### config.mk
export PLATFORM = sky130hd
export DESIGN_NAME = sbc_pp_tracker
export DESIGN_NICKNAME = d
export VERILOG_FILES = /design/src/rtl/sbc_pkg.sv /design/src/rtl/sbc_age_counter.sv /design/src/rtl/sbc_pp_tracker.sv
export SDC_FILE = /design/constraint.sdc
export NUM_CORES = 1
export LEC_CHECK = 0
export BUFFER_PORTS_ARGS = -buffer_cell sky130_fd_sc_hd__buf_2
export CAP_MARGIN = 25
export CORE_ASPECT_RATIO = 0.6
export CORE_MARGIN = 1.5
export CORE_UTILIZATION = 25
export DETAILED_ROUTE_END_ITERATION = 8
export PLACE_DENSITY = 0.44
export RECOVER_POWER = 50
export REMOVE_ABC_BUFFERS = 1
export SLEW_MARGIN = 5
export SYNTH_ARGS = -nofsm -noshare
export SYNTH_HDL_FRONTEND = slang
export SYNTH_SLANG_ARGS = --single-unit
export TNS_END_PERCENT = 10
### constraint.sdc
create_clock -name clk -period 1.7 [get_ports clk]
set_input_delay 0.255 -clock clk [delete_from_list [all_inputs] [get_ports clk]]
set_output_delay 0.255 -clock clk [all_outputs]
set_load 0.02 [all_outputs]
### src/rtl/sbc_pkg.sv
// Shared types and helpers for the split-bank command checker.
// Assumes banks are split into two equal halves whose facing edge banks
// do not share a sense amplifier.
package sbc_pkg;

    typedef enum logic [1:0] {
        OP_ACT  = 2'd0,
        OP_PRER = 2'd1,
        OP_RD   = 2'd2,
        OP_WR   = 2'd3
    } sbc_op_e;

    typedef enum logic [2:0] {
        ERR_NONE  = 3'd0,
        ERR_STATE = 3'd1,
        ERR_NBR   = 3'd2,
        ERR_TRCD  = 3'd3,
        ERR_TRAS  = 3'd4,
        ERR_TRP   = 3'd5,
        ERR_TPP   = 3'd6
    } sbc_err_e;

    // True when banks a and b share a sense amplifier (adjacent, same half).
    function automatic logic sbc_adjacent(input int a, input int b, input int half);
        return ((a == b + 1) || (b == a + 1)) && ((a / half) == (b / half));
    endfunction

endpackage

### src/rtl/sbc_age_counter.sv
// Saturating age counter: counts cycles since the last restart.
// Reset loads the saturated value so that any interval reads as expired.
// A restart makes the count read 1 in the following cycle.
module sbc_age_counter #(
    parameter int W = 6
) (
    input  logic         clk,
    input  logic         rst_n,
    input  logic         restart,
    output logic [W-1:0] age
);
    localparam logic [W-1:0] AGE_MAX = '1;

    // Restart, or advance until saturated.
    always_ff @(posedge clk) begin
        if (!rst_n)
            age <= AGE_MAX;
        else if (restart)
            age <= W'(1);
        else if (age != AGE_MAX)
            age <= age + W'(1);
    end
endmodule

### src/rtl/sbc_pp_tracker.sv
// Remembers the most recent row packet on the bus (any device) and flags
// a new row packet that comes too soon after it. Assumes at most one
// command per cycle. The spacing window is measured with a saturating age.
module sbc_pp_tracker
    import sbc_pkg::*;
#(
    parameter int DEV_W  = 5,
    parameter int BANK_W = 5,
    parameter int HALF   = 16,
    parameter int T_PP   = 4,
    parameter int CNT_W  = 6
) (
    input  logic              clk,
    input  logic              rst_n,
    input  logic              row_valid,
    input  logic [DEV_W-1:0]  dev,
    input  logic [BANK_W-1:0] bank,
    input  logic              is_act,
    output logic              conflict
);
    logic [DEV_W-1:0]  last_dev;
    logic [BANK_W-1:0] last_bank;
    logic              last_act;
    logic [CNT_W-1:0]  since;
    logic              same_target;

    // Capture the fields of every row packet seen.
    always_ff @(posedge clk) begin
        if (!rst_n) begin
            last_dev  <= '0;
            last_bank <= '0;
            last_act  <= 1'b0;
        end else if (row_valid) begin
            last_dev  <= dev;
            last_bank <= bank;
            last_act  <= is_act;
        end
    end

    sbc_age_counter #(.W(CNT_W)) u_since (
        .clk     (clk),
        .rst_n   (rst_n),
        .restart (row_valid),
        .age     (since)
    );

    // Decide whether the new packet is tied to the previous one.
    always_comb begin
        same_target = (bank == last_bank)
                   || sbc_adjacent(int'(bank), int'(last_bank), HALF)
                   || (is_act == last_act);
        conflict = row_valid && (since < CNT_W'(T_PP))
                && (dev == last_dev) && same_target;
    end
endmodule

==> flow_summary_export.csv <==
group,metric,value,unit
clocking,clockBufferDepth,2,
logic_synthesis,netlist_area,0.00104,mm²
global_routing,grt_max_degree,18,
clocking,clock_latency,0.24,ns
power,power,1020,µW
logic_synthesis,synth_area_leaders,"dfxtp_1, mux2i_1, xor2_1, nor2b_1, xnor2_1",
power,leakage,0.000591,µW
clocking,cts_made_buffers,3,
floorplan,die_x,86.3,µm
logic_synthesis,ys_seq_elements,17,
sta,setup_ws,-0.242,ns
power,power.internal,736,µW
finish,fin_area,0.00142,mm²
setup_path,path_max_fanout,3,
global_routing,grt_pass1_vias,895,
floorplan,ios,15,
clocking,clk_pin_slew,0.06,ns
sta,skew,0.00259,ns
logic_synthesis,synthTopCellsByCount,"dfxtp_1, nor2b_1, mux2i_1",
logic_synthesis,yosysTopAreaCell,"dfxtp_1",
sta,min_period,1.94,ns
finish,stdcell_count,187,
logic_synthesis,synth_edf_count,0,
sta,finalSetupViolations,1,
power,pwr-share-comb,26.8,%
finish,area_growth,36.7,%
power,p_seq_share,44.7,%
floorplan,start_util,27.2,%
setup_path,critPathMaxStageDelay,0.33,ns
clocking,cts-hold-fix-buffers,0,
placed_design,dpl_cell_area,0.00127,mm²
logic_synthesis,ys.warnings.count,0,
global_routing,grt_pass1_wl,4130,µm
global_routing,antenna_found_initial,0,
sta,finalMaxSlewViolations,0,
drt,vias_per_cell,4.82,
sta,worstMarginPinSlew,1.06,ns
drt,vias,902,
drt,drtIter0Drc,49,
drt,ant_nets,0,
finish,final_util,37.2,%
floorplan,die_area,0.00457,mm²
logic_synthesis,yosysTopAreaCellShare,32.7,%
clocking,root_buffer,"clkbuf_8",
setup_path,critical_path_buf_inv_count,2,
setup_path,slowest_stage,"dfxtp_2",
placed_design,dpl.hpwl,1810,µm
sta,period_share,114,%
logic_synthesis,yosysSeqAreaShare,32.7,%
floorplan,coreArea,0.00383,mm²
drt,drc,0,
drt,wire_per_inst,13.2,µm
run_status,violations,"negative setup slack",
placed_design,routabilityCongestion,0.776,
sta,max_freq,0.515,GHz
sta,rsz0062_at_grt,"true",
setup_path,start_kind,"flop",
finish,fin_nets,158,
logic_synthesis,synth.most_common_cell,"dfxtp_1",
power,vdd_drop_max,0.281,mV
logic_synthesis,syn_area_per_cell,9.38,µm²
sta,slew_headroom,29.4,%
logic_synthesis,synth.distinct_cells,31,
setup_path,path_class,"flop to output pin",
floorplan,fp.dieH,53.0,µm
setup_path,end_kind,"output pin",
drt,drt_first_pass_iters,4,
global_routing,gr-usage-all-layers,11.8,%
floorplan,rows,17,
setup_path,required,1.44,ns
power,switchingPower,285,µW
clocking,cts_setup_buffers,0,
clocking,cts_tree,"yes",
placed_design,numPortBuffers,14,
placed_design,dp_cells,184,
clocking,cts.sinks,17,
setup_path,path_cells,"buf_4 > xnor2_4 > xnor2_2 > o2111ai_1 > nor3_1 > o311a_1 > buf_6",
drt,routed_wirelength,2460,µm
power,sw_frac_of_total,27.9,%
logic_synthesis,ys.flop_type,"dfxtp_1",
finish,antenna_cells,0,
setup_path,crit_arrival,1.69,ns
power,pwr-share-clk,28.5,%
logic_synthesis,synthArstFlopShare,0,%
setup_path,cp_top_family,"compound AO/OA/AOI/OAI gates",
global_routing,grt-ovfl-total,0,
clocking,cts-htree-levels,1,
power,power_density,717,mW/mm²
finish,final_layout_size_suffix_gt1_share,32.9,%
sta,hold_viol,0,
run_status,status,"finished with violations",
logic_synthesis,synthCells,111,
run,cap_violations,0,
min_path,hold_class,"input port to flop",
[path summary, 6_finish.rpt]
kind | end | depth (start not counted) | slack, ns | start
worst min register to register | last_dev[1] | 2 | 0.53 | last_dev[1]
worst min-delay path | last_dev[0] | 3 | 0.29 | dev[0]
worst max-delay path | conflict | 7 | -0.24 | last_bank[4]
worst max register to register | u_since.age[4] | 4 | 0.45 | u_since.age[0]
[final cells by class]
type / count / area [µm²]
well taps: 47 / 58.8
fillers: 400 / 2410
clock buffers: 4 / 45.0
multi-input cells: 89 / 778
repair buffers: 30 / 191
flip-flops and latches: 17 / 349
[metal layers]
layer / track usage (%) / part of all wire (%) / vias up
li1: - / - / 461
met1: 14.8 / 51 / 431
met2: 20.9 / 45 / 8
met3: 2.96 / 2.4 / 2
met4: 2.42 / 0.85 / 0
met5: 0 / 0 / -
[worst reg2reg max path, cell delays in order, from the launching register on]
cell	delay, ns
dfxtp_1	0.36
ha_1	0.24
nand2_1	0.11
nor4bb_1	0.28
o31ai_1	0.11
[through the flow]
stage          setup TNS (ns)  hold slack [ns]  setup WS (ns)
5_1_grt                -0.341            0.300         -0.341
3_5_place_dp           -0.192            0.528         -0.192
2_1_floorplan         -0.0503            0.326        -0.0503
3_3_place_gp           -0.145            0.518         -0.145
6_report               -0.242            0.294         -0.242
4_1_cts                -0.266            0.288         -0.266
[sequential cells by signal (all words and copies together), names as in the netlist]
register	cells
u_since.age	6
last_bank	5
last_dev	5
last_act	1
[cell families after synthesis]
| family | Yosys count | synth area share, % |
|---|---|---|
| compound gates | 18 | 12.5 |
| xor+xnor | 17 | 14.3 |
| fa+ha+maj | 3 | 3.61 |
| buf+inv | 5 | 3.00 |
| flops | 17 | 32.7 |
| mux | 12 | 11.5 |
| simple gates | 39 | 22.4 |
[cells in the final DEF (no fill, tap or decap), drive strengths merged, types with 2 or more instances in the layout]
cell type  Yosys  layout
nor3           2       2
a2111oi        2       2
and3           3       3
dfxtp         17      17
nand3          6       6
buf            3      28
ha             3       3
mux2i         12      12
nor2           2       2
nand2          5       5
xor2          10      10
nor2b         13      13
o31ai          3       3
clkbuf         2       6
nand3b         2       2
xnor2          7       7
a31oi          3       3
o21ai          6       6
[power groups by stage]
stage	clock network [µW]	logic, µW	registers, µW
after floorplan	0	132	460
after global placement	0	242	458
after CTS	308	266	455
final	291	273	457
after global routing	324	303	461
after detailed placement	0	244	459
[timing repair]
| action | in CTS | in global routing |
|---|---|---|
| setup endpoints to repair | 1 | 1 |
| gates cloned | 0 | 0 |
| gates resized for setup | 19 | 3 |
| pin swaps | 7 | 1 |
(Power assumes the default switching activity.)
